### src/rtl/bringup_pkg.sv
package bringup_pkg;

    typedef enum logic [2:0] {
        OP_NOP    = 3'd0,
        OP_PALL   = 3'd1,
        OP_MRS    = 3'd2,
        OP_ZQINIT = 3'd3,
        OP_REFA   = 3'd4
    } cmd_op_e;

    typedef enum logic [1:0] {
        ERR_NONE    = 2'd0,
        ERR_LVL_TMO = 2'd1,
        ERR_ZQ      = 2'd2
    } err_code_e;

    typedef enum logic [3:0] {
        S_IDLE,
        S_ZQ,
        S_DFI_SET,
        S_DFI_CLR,
        S_MRS,
        S_RET_REL,
        S_RET_WAIT,
        S_REFRESH,
        S_LVL0,
        S_LVL1,
        S_RD_CAL,
        S_OFF_SAVE,
        S_OFF_LOAD,
        S_PALL,
        S_MEMCTL,
        S_AREF
    } seq_state_e;

    localparam logic [1:0] RET_RELEASED = 2'b01;
    localparam logic [1:0] MRS_GROUP_LAST = 2'd2;

endpackage

### src/rtl/bup_poll_timer.sv
module bup_poll_timer #(
    parameter int unsigned POLL_MAX = 10000
) (
    input  logic clk,
    input  logic rst_n,
    input  logic clear,
    input  logic tick,
    output logic expired
);
    localparam int unsigned CNT_W = $clog2(POLL_MAX + 1);
    localparam logic [CNT_W-1:0] LAST_POLL = CNT_W'(POLL_MAX - 1);

    logic [CNT_W-1:0] cnt_q;

    assign expired = (cnt_q == LAST_POLL);

    always_ff @(posedge clk or negedge rst_n) begin
        if (!rst_n) begin
            cnt_q <= '0;
        end else if (clear) begin
            cnt_q <= '0;
        end else if (tick && !expired) begin
            cnt_q <= cnt_q + 1'b1;
        end
    end

    AST_POLL_BOUND: assert property (@(posedge clk) disable iff (!rst_n)
        cnt_q <= LAST_POLL) else $error("poll counter beyond limit");

endmodule

### src/rtl/bup_cmd_walker.sv
module bup_cmd_walker #(
    parameter int unsigned ROUND_W = 7
) (
    input  logic               clk,
    input  logic               rst_n,
    input  logic               clear,
    input  logic               step,
    input  logic               multi_chip,
    input  logic [1:0]         phase_last,
    input  logic [ROUND_W-1:0] round_last,
    output logic [1:0]         phase,
    output logic               chip,
    output logic               last
);
    logic [ROUND_W-1:0] round_q;
    logic               phase_end;
    logic               chip_end;
    logic               round_end;

    assign phase_end = (phase == phase_last);
    assign chip_end  = (chip == multi_chip);
    assign round_end = (round_q == round_last);
    assign last      = phase_end && chip_end && round_end;

    always_ff @(posedge clk or negedge rst_n) begin
        if (!rst_n) begin
            phase   <= '0;
            chip    <= 1'b0;
            round_q <= '0;
        end else if (clear) begin
            phase   <= '0;
            chip    <= 1'b0;
            round_q <= '0;
        end else if (step) begin
            if (phase_end) begin
                phase <= '0;
                if (chip_end) begin
                    chip    <= 1'b0;
                    round_q <= round_q + 1'b1;
                end else begin
                    chip <= 1'b1;
                end
            end else begin
                phase <= phase + 1'b1;
            end
        end
    end

    AST_SINGLE_CS: assert property (@(posedge clk) disable iff (!rst_n)
        (!multi_chip && step) |-> (chip == 1'b0)) else $error("chip 1 used with one chip");

endmodule

### src/rtl/dram_bringup_seq.sv
module dram_bringup_seq
    import bringup_pkg::*;
#(
    parameter int unsigned OFF_W      = 32,
    parameter int unsigned POLL_MAX   = 10000,
    parameter int unsigned REF_ROUNDS = 128
) (
    input  logic                 clk,
    input  logic                 rst_n,
    input  logic                 start,
    input  logic                 resume,
    input  logic                 two_chips,
    output logic                 zq_req,
    input  logic                 zq_done,
    input  logic                 zq_fail,
    output logic [1:0]           dfi_init_start,
    input  logic [1:0]           dfi_init_done,
    output logic                 ret_release,
    input  logic [1:0]           ret_status,
    output logic [1:0]           cmd_en,
    output logic [2:0]           cmd_op,
    output logic                 cmd_cs,
    output logic [1:0]           lvl_en,
    input  logic [1:0]           lvl_done,
    output logic                 cal_req,
    input  logic                 cal_done,
    input  logic [2*OFF_W-1:0]   phy_off,
    input  logic [2*OFF_W-1:0]   kept_off,
    output logic                 save_we,
    output logic                 restore_we,
    output logic [2*OFF_W-1:0]   off_wdata,
    output logic                 memctl_we,
    output logic                 aref_en,
    output logic                 iopd_en,
    output logic                 done,
    output logic [1:0]           err
);
    localparam int unsigned ROUND_W = (REF_ROUNDS > 1) ? $clog2(REF_ROUNDS) : 1;
    localparam logic [ROUND_W-1:0] REF_LAST = ROUND_W'(REF_ROUNDS - 1);

    seq_state_e state_q, state_d;

    logic       resume_q;
    logic       two_chips_q;
    logic       done_q;
    err_code_e  err_q;
    logic       aref_q;
    logic       iopd_q;

    logic       in_lvl;
    logic       lvl_hit;
    logic       tmr_clear;
    logic       tmr_expired;
    logic       lvl_timeout;

    logic             walk_clear;
    logic             walk_step;
    logic [1:0]       walk_phase;
    logic             walk_chip;
    logic             walk_last;
    logic [1:0]       walk_phase_last;
    logic [ROUND_W-1:0] walk_round_last;

    // leveling poll window
    assign in_lvl      = (state_q == S_LVL0) || (state_q == S_LVL1);
    assign lvl_hit     = ((state_q == S_LVL0) && lvl_done[0]) ||
                         ((state_q == S_LVL1) && lvl_done[1]);
    assign tmr_clear   = !in_lvl || lvl_hit;
    assign lvl_timeout = in_lvl && !lvl_hit && tmr_expired;

    bup_poll_timer #(
        .POLL_MAX (POLL_MAX)
    ) u_poll_timer (
        .clk     (clk),
        .rst_n   (rst_n),
        .clear   (tmr_clear),
        .tick    (in_lvl),
        .expired (tmr_expired)
    );

    // command loop walker: rounds x chips x phases
    assign walk_clear      = (state_d != state_q);
    assign walk_step       = (state_q == S_MRS) || (state_q == S_REFRESH) ||
                             (state_q == S_PALL);
    assign walk_phase_last = (state_q == S_MRS) ? MRS_GROUP_LAST : 2'd0;
    assign walk_round_last = (state_q == S_REFRESH) ? REF_LAST : '0;

    bup_cmd_walker #(
        .ROUND_W (ROUND_W)
    ) u_cmd_walker (
        .clk        (clk),
        .rst_n      (rst_n),
        .clear      (walk_clear),
        .step       (walk_step),
        .multi_chip (two_chips_q),
        .phase_last (walk_phase_last),
        .round_last (walk_round_last),
        .phase      (walk_phase),
        .chip       (walk_chip),
        .last       (walk_last)
    );

    // next state
    always_comb begin
        state_d = state_q;
        unique case (state_q)
            S_IDLE:     if (start) state_d = S_ZQ;
            S_ZQ:       if (zq_done) state_d = zq_fail ? S_IDLE : S_DFI_SET;
            S_DFI_SET:  if (&dfi_init_done) state_d = S_DFI_CLR;
            S_DFI_CLR:  state_d = resume_q ? S_RET_REL : S_MRS;
            S_MRS:      if (walk_last) state_d = S_LVL0;
            S_RET_REL:  state_d = S_RET_WAIT;
            S_RET_WAIT: if (ret_status == RET_RELEASED) state_d = S_REFRESH;
            S_REFRESH:  if (walk_last) state_d = S_LVL0;
            S_LVL0: begin
                if (lvl_done[0])      state_d = S_LVL1;
                else if (tmr_expired) state_d = S_IDLE;
            end
            S_LVL1: begin
                if (lvl_done[1])      state_d = resume_q ? S_OFF_LOAD : S_RD_CAL;
                else if (tmr_expired) state_d = S_IDLE;
            end
            S_RD_CAL:   if (cal_done) state_d = S_OFF_SAVE;
            S_OFF_SAVE: state_d = S_PALL;
            S_OFF_LOAD: state_d = S_PALL;
            S_PALL:     if (walk_last) state_d = S_MEMCTL;
            S_MEMCTL:   state_d = S_AREF;
            S_AREF:     state_d = S_IDLE;
            default:    state_d = S_IDLE;
        endcase
    end

    // state register and held run results
    always_ff @(posedge clk or negedge rst_n) begin
        if (!rst_n) begin
            state_q     <= S_IDLE;
            resume_q    <= 1'b0;
            two_chips_q <= 1'b0;
            done_q      <= 1'b0;
            err_q       <= ERR_NONE;
            aref_q      <= 1'b0;
            iopd_q      <= 1'b0;
        end else begin
            state_q <= state_d;
            if ((state_q == S_IDLE) && start) begin
                resume_q    <= resume;
                two_chips_q <= two_chips;
                done_q      <= 1'b0;
                err_q       <= ERR_NONE;
                aref_q      <= 1'b0;
                iopd_q      <= 1'b0;
            end
            if ((state_q == S_ZQ) && zq_done && zq_fail) begin
                err_q  <= ERR_ZQ;
                done_q <= 1'b1;
            end
            if (lvl_timeout) begin
                err_q  <= ERR_LVL_TMO;
                done_q <= 1'b1;
            end
            if (state_q == S_MEMCTL) begin
                aref_q <= 1'b1;
                iopd_q <= 1'b1;
            end
            if (state_q == S_AREF) begin
                done_q <= 1'b1;
            end
        end
    end

    // outputs decoded from state
    always_comb begin
        zq_req         = 1'b0;
        dfi_init_start = 2'b00;
        ret_release    = 1'b0;
        cmd_en         = 2'b00;
        cmd_op         = OP_NOP;
        cmd_cs         = walk_chip;
        lvl_en         = 2'b00;
        cal_req        = 1'b0;
        save_we        = 1'b0;
        restore_we     = 1'b0;
        off_wdata      = '0;
        memctl_we      = 1'b0;
        unique case (state_q)
            S_ZQ:       zq_req = 1'b1;
            S_DFI_SET:  dfi_init_start = 2'b11;
            S_MRS: begin
                cmd_en = 2'b11;
                unique case (walk_phase)
                    2'd0:    cmd_op = OP_NOP;
                    2'd1:    cmd_op = OP_MRS;
                    default: cmd_op = OP_ZQINIT;
                endcase
            end
            S_RET_REL:  ret_release = 1'b1;
            S_REFRESH: begin
                cmd_en = 2'b11;
                cmd_op = OP_REFA;
            end
            S_LVL0:     lvl_en = 2'b01;
            S_LVL1:     lvl_en = 2'b10;
            S_RD_CAL:   cal_req = 1'b1;
            S_OFF_SAVE: begin
                save_we   = 1'b1;
                off_wdata = phy_off;
            end
            S_OFF_LOAD: begin
                restore_we = 1'b1;
                off_wdata  = kept_off;
            end
            S_PALL: begin
                cmd_en = 2'b11;
                cmd_op = OP_PALL;
            end
            S_MEMCTL:   memctl_we = 1'b1;
            default: ;
        endcase
    end

    assign aref_en = aref_q;
    assign iopd_en = iopd_q;
    assign done    = done_q;
    assign err     = err_q;

    AST_DFI_DROP_ON_BOTH: assert property (@(posedge clk) disable iff (!rst_n)
        $fell(dfi_init_start[0]) |-> $past(&dfi_init_done)) else $error("init start dropped early");
    AST_NO_CMD_IN_INIT: assert property (@(posedge clk) disable iff (!rst_n)
        (dfi_init_start != 2'b00) |-> (cmd_en == 2'b00)) else $error("command during init");
    AST_ZQ_FAIL_QUIET: assert property (@(posedge clk) disable iff (!rst_n)
        ($rose(done_q) && (err_q == ERR_ZQ)) |-> $past(zq_done && zq_fail)) else $error("bad zq error");
    AST_RET_STATUS_GATE: assert property (@(posedge clk) disable iff (!rst_n)
        ((state_q == S_REFRESH) && ($past(state_q) == S_RET_WAIT)) |-> ($past(ret_status) == RET_RELEASED))
        else $error("refresh before retention release");
    AST_NO_MRS_ON_RESUME: assert property (@(posedge clk) disable iff (!rst_n)
        (resume_q && (cmd_en != 2'b00)) |-> (cmd_op != OP_MRS)) else $error("MRS on resume");
    AST_LVL1_AFTER_LVL0: assert property (@(posedge clk) disable iff (!rst_n)
        $rose(lvl_en[1]) |-> $past(lvl_done[0])) else $error("channel 1 leveled first");
    AST_TMO_FROM_TIMER: assert property (@(posedge clk) disable iff (!rst_n)
        ($rose(done_q) && (err_q == ERR_LVL_TMO)) |-> $past(tmr_expired)) else $error("timeout without expiry");
    AST_SAVE_AFTER_CAL: assert property (@(posedge clk) disable iff (!rst_n)
        save_we |-> $past(cal_done)) else $error("save before calibration");
    AST_AREF_AFTER_MEMCTL: assert property (@(posedge clk) disable iff (!rst_n)
        $rose(aref_en) |-> $past(memctl_we)) else $error("auto-refresh too early");

endmodule

### config.mk
export PLATFORM = sky130hd
export DESIGN_NAME = dram_bringup_seq
export DESIGN_NICKNAME = d
export VERILOG_FILES = /design/src/rtl/bringup_pkg.sv /design/src/rtl/bup_poll_timer.sv /design/src/rtl/bup_cmd_walker.sv /design/src/rtl/dram_bringup_seq.sv
export SDC_FILE = /design/constraint.sdc
export NUM_CORES = 1
export LEC_CHECK = 0
export ABC_AREA = 1
export ABC_CLOCK_PERIOD_IN_PS = 2500
export BUFFER_PORTS_ARGS = -buffer_cell sky130_fd_sc_hd__buf_2
export CORE_UTILIZATION = 30
export CTS_CLUSTER_DIAMETER = 50
export DETAILED_ROUTE_END_ITERATION = 10
export PLACE_DENSITY = 0.71
export SLEW_MARGIN = 15
export SYNTH_ARGS = -nofsm -noshare
export SYNTH_HDL_FRONTEND = slang
export SYNTH_HIERARCHICAL = 1
export SYNTH_SLANG_ARGS = --single-unit
### constraint.sdc
create_clock -name clk -period 2.5 [get_ports clk]
set_input_delay 0.25 -clock clk [delete_from_list [all_inputs] [get_ports clk]]
set_output_delay 0.25 -clock clk [all_outputs]
set_load 0.01 [all_outputs]
==> results of run 1 <==
[through the flow]
stage / power, uW / util, % / hold slack (ns) / setup WS, ns / instance area [um^2]
floorplan: 2560 / - / -0.0456 / 0.00130 / 3290
global placement: 3350 / 44.4 / 0.376 / -0.0215 / 4630
detailed placement: 3370 / 44.4 / 0.389 / -0.131 / 4630
CTS: 3950 / 45.7 / 0.0733 / 0.00438 / 4760
global route: 4330 / 46.3 / 0.107 / -0.264 / 4820
finish: 4050 / 46.3 / 0.0326 / -0.0585 / 4820
[per-layer routing]
metal / up-vias / track usage (%)
met4: 4 / 4.86
met2: 179 / 34.9
met5: - / 0
met1: 1924 / 31.3
li1: 2047 / -
met3: 20 / 4.05
[path summary, 6_finish.rpt]
check | startpoint | to | slack (ns) | cells after the start
hold / removal | rst_n | u_cmd_walker/round_q[0] | 0.03 | 1
min in group clk | resume | resume_q | 0.15 | 3
setup / recovery | state_q[0] | u_cmd_walker/round_q[1] | -0.06 | 21
hold reg to reg | err[1] | err[1] | 0.49 | 2
max in group asynchronous | rst_n | u_poll_timer/cnt_q[12] | 1.96 | 1
setup reg to reg | state_q[0] | u_cmd_walker/round_q[1] | -0.06 | 21
[what timing repair did]
action / in CTS / in global routing
pin swaps: 3 / 0
resized for setup: 10 / 10
setup buffers: 0 / 4
cloned: 1 / 0
endpoints found under the setup margin: 8 / 10
[cells by family after synthesis]
logic type	Yosys count	synth area share, %
AND/OR/NAND/NOR	247	35.7
AO/OA/AOI/OAI	95	23.3
buffers and inverters	74	10.8
flip-flops	34	26.2
XOR/XNOR	12	3.23
adder cells (fa/ha/maj)	2	0.770
other	1	0.115
[state kept, by name, summed over array words and instances (netlist names)]
register and count:
u_cmd_walker/round_q 7, err 2, resume_q 1, u_cmd_walker/phase 2
u_poll_timer/cnt_q 14, done 1, iopd_en 1, u_cmd_walker/chip 1
state_q 4, two_chips_q 1
[layout make-up]
class / count / share of cell area, %
inverter: 49 / 4.08
clock inverter: 1 / 0.104
timing repair buffer: 256 / 28.1
multi-input combinational: 359 / 44.7
tap: 136 / 3.53
sequential: 34 / 17.7
clock buffer: 7 / 1.79
[layout by cell type, fill, tap and decap left out, types with 3 or more instances in the layout]
cell type  instances
buf_2            226
nand2_1          116
a22o_1            64
nor2_1            45
inv_1             39
dfrtp_1           34
buf_4             30
nand3_1           25
nand4_1           16
nand2_2           14
o21ai_0           11
xor2_1             9
inv_2              8
nor2_2             7
o21ai_2            7
nor2_4             6
clkbuf_8           6
nand2_4            4
nand3_2            4
a21oi_1            4
o21ai_1            3
xnor2_1            3
o21bai_1           3
[worst register-to-register path: cells and delay by family, from the launching register on]
kind / cells / cell delay [ns]
simple gates: 16 / 1.59
buf+inv: 4 / 0.41
compound gates: 1 / 0.05
flops: 1 / 0.42
[report_power, final]
group / leakage, uW / switching (uW) / internal (uW)
clock: 0.0000482 / 210 / 222
combinational: 0.00234 / 1750 / 1140
sequential: 0.000461 / 82.9 / 642
==> impl_metrics.tcl, run 1 <==
set metrics [dict create \
    multi_input_area_um2 2150 \
    start_kind "flop" \
    crit_buf_inv 4 \
    n_fill_cell 1078 \
    grt_max_degree 66 \
    wl_met3_um 968 \
    drc 0 \
    synthToLayoutAreaGrowth_pct 48.3 \
    wl_met1_mm 6.00 \
    track_usage_pct 22.1 \
    drive_gt1_share_pct 45.9 \
    htreeDepth 2 \
    synth_top_area_share_pct 26.2 \
    dr_wl_met2_mm 5.91 \
    dp_cells 829 \
    num_rows 37 \
    leakage_uw 0.00285 \
    cpMaxStageDelayCell "dfrtp_1" \
    firstDrtPassIters 5 \
    timing.fmax_mhz 391 \
    required_ns 2.68 \
    cp_common_cell "nand2_1" \
    status "finished with violations" \
    setup_ws_ns -0.0585 \
    slowest_delay_ns 0.42 \
    synth_area_leaders "dfrtp_1 26%, a22o_1 17%, nand2_1 14%" \
    min_period_ns 2.56 \
    crit_chain "buf_4 > nor2_4 > nand2_2 > inv_2 > nand2_1 > nand2_2 > nand4_1 > nor2_2 > inv_2 > nand3_2 > nand3_1 > nor2_2 > nand2_1 > nand2_1 > nand2_1 > nand3_2 > clkinv_4 > nand2_4 > nand3_4 > nand2_1 > o21ai_2" \
    highest_layer "met5" \
    n_antenna_cell 0 \
    fin_nets 849 \
    netlist_area_um2 3250 \
    dieHeight_um 106 \
    drtIter0Drc 381 \
    routed_wl_mm 13.1 \
    cts_made_buffers 5 \
    cts_tree "yes" \
    maxCapViolations 0 \
    via_per_inst 4.96 \
    syn_area_per_cell_um2 6.99 \
    endpoint_kind "flop" \
    layout.cells.non_filler 842 \
    ys_types 38 \
    grt_overflow_total 0 \
    hold_path.class "input pin to async pin" \
    die_area_um2 11300 \
    coreArea_um2 10400 \
    yosys-top-cells-count "122 x nand2_1, 64 x a22o_1, 49 x nor2_1, 44 x inv_1, 34 x dfrtp_1" \
    maxSlewHeadroom_pct 48.1 \
    period_share_pct 102 \
    peakVddDrop_mv 0.719 \
    ant_nets 0 \
    seq_area_um2 851 \
    ys_ff_latch 34 \
    cp.arrival_ns 2.74 \
    cts_buffer_depth 2 \
    die_w_um 106 \
    setup_viol 8 \
    grt_pass1_vias 3596 \
    yosys.area.top_type "dfrtp_1" \
    worstMarginPinSlew_ns 0.779 \
    setup.worst_path.class "flop to flop" \
    dp_hpwl_mm 10.6 \
    via_count 4174 \
    synth_ff_type "dfrtp_1" \
    grt_pass1_wl_mm 19.4 \
    rsz0062_at_grt "yes" \
    clk_pin_slew_ns 0.07 \
    seq_area_frac_synth_pct 26.2 \
    drt-wirelength-per-cell_um 15.6 \
    cts-root-buf "clkbuf_8" \
    synth_warnings 6 \
    synthCells 465 \
    ios 227 \
    finalMaxSlewViolations 0 \
    violations "setup timing" \
    cts_hold_buf 0 \
    antenna_found_initial 2 \
    clock_sinks 34 \
    crit_family "simple AND/OR/NAND/NOR gates" \
    portBuffers 226 \
    async_flop_share_pct 100 \
    hold_viol_final 0 \
    crit_fanout 7 \
    fin_worst_skew_ns 0.00826 \
    start_util_pct 31.2 \
    gp_congestion 0.949 \
    insertion_delay_ns 0.29 \
    synth_most_common_cell "nand2_1" \
    pwr_density_cell_nw_per_um2 840 \
    synth-edff-count 0 \
    setup_tns_ns -0.319 \
]
No activity file was read; power rests on OpenSTA's default activity.
==> inputs of run 2 (changes only) <==
ABC_AREA = unset   (was 1)
PLACE_DENSITY = 0.73   (was 0.71)
==> run 2 against run 1 <==
The run still ends with setup timing left. Synthesized cell count is 28% lower. Setup slack worse by 0.11 ns. Count of clock-buffer cells in the layout stayed put. Largest power group unchanged. Highest routed layer is now met4.
==> impl_metrics.tcl, run 2 <==
set metrics [dict create \
    portBuffers 226 \
    antenna_found_initial 4 \
    synth_warnings 6 \
    timing.fmax_mhz 375 \
    maxSlewHeadroom_pct 48.6 \
    dp_hpwl_mm 10.4 \
    peakVddDrop_mv 0.353 \
    gp_congestion 0.950 \
    ff2ff_setup_slack_ns -0.17 \
    start_util_pct 31.0 \
    final_area_um2 4490 \
    cp.arrival_ns 2.83 \
    clock_sinks 34 \
    r2r_start "state_q[0]" \
    track_usage_pct 24.0 \
    leakage_uw 0.00235 \
    layout_common_cells "226 x buf_2, 65 x a22o_1, 36 x buf_4, 34 x dfrtp_1, 32 x nor2_1" \
    endpoint_kind "flop" \
    pwr_density_cell_nw_per_um2 849 \
    drtIter0Drc 340 \
    reg2reg_depth 12 \
    synth_top_area_share_pct 29.7 \
    violations "setup timing" \
    syn_area_per_cell_um2 8.51 \
    via_per_inst 5.18 \
    grt_pass1_wl_mm 18.0 \
    grt_max_degree 66 \
    cts_buffer_depth 2 \
    async_flop_share_pct 100 \
    fin_worst_skew_ns 0.00773 \
    maxCapViolations 0 \
    grt_pass1_vias 3325 \
    netlist_area_um2 2870 \
    ios 227 \
    drive_gt1_share_pct 50.4 \
    setup_ws_ns -0.170 \
    via_count 3685 \
    cts-root-buf "clkbuf_8" \
    htreeDepth 2 \
    ant_nets 0 \
    top_register "u_poll_timer/cnt_q" \
    cts_tree "yes" \
    required_ns 2.66 \
    syn_nets 481 \
    multi_input_area_um2 1910 \
    clk_pin_slew_ns 0.07 \
    firstDrtPassIters 5 \
    synth_area_leaders "dfrtp_1 30%, a22o_1 20%, nor2_1 4.8%" \
    ys_types 54 \
    place_ws_ns -0.338 \
    dieHeight_um 99.8 \
    drt-wirelength-per-cell_um 17.9 \
    dp_cells 699 \
    num_rows 35 \
    fin_nets 723 \
    hold_viol_final 0 \
    r2r-end "u_cmd_walker/round_q[6]" \
    ys_ff_latch 34 \
    start_kind "flop" \
    cts_made_buffers 5 \
    layout.cells.non_filler 711 \
    hold_path.class "input pin to async pin" \
    largest_reg_flops 14 \
    die_w_um 99.8 \
    routed_wl_mm 12.7 \
    worstMarginPinSlew_ns 0.771 \
    period_share_pct 107 \
    layout_commonest_cell "buf_2" \
    seq_area_frac_synth_pct 29.7 \
    post_dp_cell_area_um2 4370 \
    crit_fanout 10 \
    setup_viol 10 \
    min_period_ns 2.67 \
    yosys.area.top_type "dfrtp_1" \
    synth-edff-count 0 \
    setup.worst_path.class "flop to flop" \
    synthToLayoutAreaGrowth_pct 56.5 \
    grt_overflow_total 0 \
    synth_ff_type "dfrtp_1" \
    rsz0062_at_grt "yes" \
    synth_most_common_cell "a22o_1" \
    drc 0 \
    yosys-top-cells-count "65 x a22o_1, 37 x nor2_1, 34 x dfrtp_1, 26 x nand2_1, 15 x buf_2" \
    cts_hold_buf 0 \
    status "finished with violations" \
    die_area_um2 9950 \
    seq_area_um2 851 \
    insertion_delay_ns 0.28 \
    synthCells 337 \
    whs_ns 0.0364 \
    coreArea_um2 9240 \
    finish.utilization_pct 48.5 \
    top_regs "u_poll_timer/cnt_q x14, u_cmd_walker/round_q x7, state_q x4" \
    finalMaxSlewViolations 0 \
    n_fill_cell 903 \
]
run 2: repair_timing:
item	CTS	global route
pin swaps	4	1
hold endpoints to repair	0	0
buffers inserted	1	1
setup endpoints to repair	11	18
resized for setup	1	3
gates cloned	0	0
run 2: worst max-delay path, stage by stage (launching register included):
cell      delay (ns)
dfrtp_1         0.40
or2_4           0.27
nor2_4          0.09
xor2_1          0.09
or2_4           0.25
nor4_4          0.34
and4b_1         0.24
nor3_2          0.10
a41oi_1         0.08
a311oi_2        0.26
a2111o_1        0.24
buf_12          0.14
a21oi_1         0.04
run 2: logic make-up (layout without fill, tap and decap cells):
family                     count (synthesis)  after routing  share of synthesized area, %
and+or+nand+nor                          128            128                          23.5
AOI/OAI and AO/OA                        111            111                          30.9
DFF                                       34             34                          29.7
buffers and inverters                     34            276                          6.29
xor gates and xnor gates                  21             21                          6.42
muxes                                      6              6                          2.23
adders and majority gates                  2              2                         0.873
other                                      1              4                         0.131
run 2: power breakdown:
part / internal [uW] / switching, uW / total [uW]
registers: 638 / 66.3 / 704
logic: 1240 / 1480 / 2720
clock network: 192 / 194 / 386
run 2: cell type report:
cell class / instances / area share, %
multi-input cells: 269 / 42.6
clock buffers: 7 / 1.70
repair buffers: 265 / 32.6
inverters: 4 / 0.335
flip-flops and latches: 34 / 19.0
diodes: 3 / 0.167
well taps: 129 / 3.60
run 2: worst max-delay path by stage:
stage                from                      end  slack, ns  cells after the start
6_report       state_q[0]  u_cmd_walker/round_q[6]      -0.17                     12
5_1_grt        state_q[0]  u_cmd_walker/round_q[6]      -0.35                     12
4_1_cts        state_q[0]  u_cmd_walker/round_q[6]      -0.23                     12
3_5_place_dp   state_q[3]  u_cmd_walker/round_q[6]      -0.34                     12
3_3_place_gp   state_q[3]  u_cmd_walker/round_q[5]      -0.24                     12
2_1_floorplan  state_q[0]  u_cmd_walker/round_q[5]      -0.31                     13
run 2: stage by stage:
step	TNS (ns)	power [uW]
2_1_floorplan	-3.05	2380
3_3_place_gp	-2.34	3330
3_5_place_dp	-3.30	3370
4_1_cts	-2.22	3790
5_1_grt	-3.37	4080
6_report	-1.59	3810
run 2: routing by layer:
metal	global-route usage [%]	part of all wire [%]	routed length [um]	up-vias
li1	-	-	-	1760
met1	28.0	38	4890	1751
met2	45.5	54	6850	157
met3	2.67	5.4	690	17
met4	7.58	2.4	303	0
met5	0	0	0	-
==> inputs of run 3 (changes only) <==
ABC_CLOCK_PERIOD_IN_PS = 2800   (was 2500)
PLACE_DENSITY = 0.71   (was 0.73)
clock period = 2.8 ns   (was 2.5 ns; I/O delays follow)
==> run 3 against run 2 <==
The flow now finishes without violations. Via count grew 1.1%. Clock power shrank 2%. Utilization shrank 1.3 points. Critical endpoint is now u_cmd_walker/round_q[2]. Highest routed layer unchanged.
==> impl_metrics.tcl, run 3 (synthesis gave the netlist of run 2 again) <==
set metrics [dict create \
    status "complete, no violations" \
    die_area_um2 9950 \
    layout_common_cells "226 x buf_2, 65 x a22o_1, 34 x dfrtp_1, 33 x nor2_1, 26 x nand2_1" \
    finalMaxSlewViolations 0 \
    required_ns 2.96 \
    drc 0 \
    insertion_delay_ns 0.28 \
    ios 227 \
    maxSlewHeadroom_pct 50.4 \
    via_count 3726 \
    post_dp_cell_area_um2 4210 \
    start_util_pct 31.0 \
    finish.utilization_pct 47.3 \
    peakVddDrop_mv 0.284 \
    synthToLayoutAreaGrowth_pct 52.3 \
    hold_path.class "input pin to async pin" \
    clock_sinks 34 \
    rsz0062_at_grt "yes" \
    leakage_uw 0.00226 \
    timing.fmax_mhz 365 \
    ant_nets 0 \
    crit_fanout 10 \
    pwr_density_cell_nw_per_um2 778 \
    cts_tree "yes" \
    portBuffers 226 \
    cts_made_buffers 5 \
    hold_viol_final 0 \
    firstDrtPassIters 5 \
    coreArea_um2 9240 \
    cts_hold_buf 0 \
    gp_congestion 0.885 \
    via_per_inst 5.36 \
    grt_overflow_total 0 \
    drtIter0Drc 389 \
    worstMarginPinSlew_ns 0.744 \
    whs_ns 0.0560 \
    drive_gt1_share_pct 48.7 \
    setup_tns_ns 0 \
    cp.arrival_ns 2.90 \
    cts_buffer_depth 2 \
    track_usage_pct 25.5 \
    n_fill_cell 893 \
    drt-wirelength-per-cell_um 19.3 \
    routed_wl_mm 13.4 \
    num_rows 35 \
    top_register "u_poll_timer/cnt_q" \
    grt_pass1_wl_mm 18.5 \
    multi_input_area_um2 1900 \
    min_period_ns 2.74 \
    fin_worst_skew_ns 0.0131 \
    grt_max_degree 60 \
    setup_viol 0 \
    cts-root-buf "clkbuf_8" \
    layout_commonest_cell "buf_2" \
    setup.worst_path.class "flop to flop" \
    antenna_found_initial 4 \
    top_regs "u_poll_timer/cnt_q x14, u_cmd_walker/round_q x7, state_q x4" \
    seq_area_um2 851 \
    maxCapViolations 0 \
    final_area_um2 4370 \
    grt_pass1_vias 3271 \
    die_w_um 99.8 \
    start_kind "flop" \
    period_share_pct 98.0 \
    clk_pin_slew_ns 0.08 \
    endpoint_kind "flop" \
    htreeDepth 2 \
    dp_hpwl_mm 11.0 \
    dieHeight_um 99.8 \
    largest_reg_flops 14 \
    fin_nets 704 \
]
## run 3: through the flow
| stage | instances | setup slack (ns) | power [uW] |
|---|---|---|---|
| final | 695 | 0.0569 | 3400 |
| after global routing | 694 | -0.0953 | 3620 |
| after CTS | 687 | 0.0155 | 3320 |
| after detailed placement | 678 | -0.0350 | 2930 |
| after global placement | 678 | 0.0877 | 2890 |
| after floorplan | 337 | -0.00625 | 2120 |
## run 3: layer usage
| metal | track usage [%] | part of all wire [%] |
|---|---|---|
| met2 | 46.4 | 53 |
| met3 | 3.79 | 5.9 |
| met4 | 14.7 | 4.9 |
| met1 | 28.0 | 36 |
| met5 | 0 | 0 |
## run 3: worst max-delay path, stage by stage, from the launching register on
cell and delay [ns]:
dfrtp_1 0.38, nand2b_4 0.17, nor2_4 0.23, buf_12 0.14, xnor2_1 0.10, nand3_1 0.13
nor4_4 0.35, and4b_1 0.25, nor3_2 0.10, a41oi_1 0.08, a311oi_2 0.25, a2111o_1 0.24
buf_12 0.14, nor2_1 0.05
## run 3: timing repair
item,in CTS,in global routing
endpoints found under the hold margin,0,0
gates resized for setup,0,2
pin swaps,1,5
endpoints found under the setup margin,10,10
setup buffers,1,3
## run 3: path summary, 6_finish.rpt
| kind | start | to | slack (ns) | cells after the start |
|---|---|---|---|---|
| setup / recovery | state_q[3] | u_cmd_walker/round_q[2] | 0.06 | 13 |
| hold / removal | rst_n | u_poll_timer/cnt_q[2] | 0.06 | 1 |
| setup reg to reg | state_q[3] | u_cmd_walker/round_q[2] | 0.06 | 13 |
| hold reg to reg | iopd_en | iopd_en | 0.51 | 1 |
| max in group asynchronous | rst_n | two_chips_q | 2.26 | 1 |
| min in group clk | resume | resume_q | 0.25 | 2 |
## run 3: layout make-up
cell class                 instances  area share, %
sequential                        34           19.5
clock buffer                       7           1.98
tap                              129           3.70
antenna                            5          0.287
timing repair buffer             246           30.5
clock inverter                     1          0.115
multi-input combinational        269           43.6
inverter                           4          0.344
## run 3: power by group
part           internal [uW]  switching (uW)  total, uW
sequential               569            69.7        639
clock                    199             181        379
combinational           1050            1330       2380
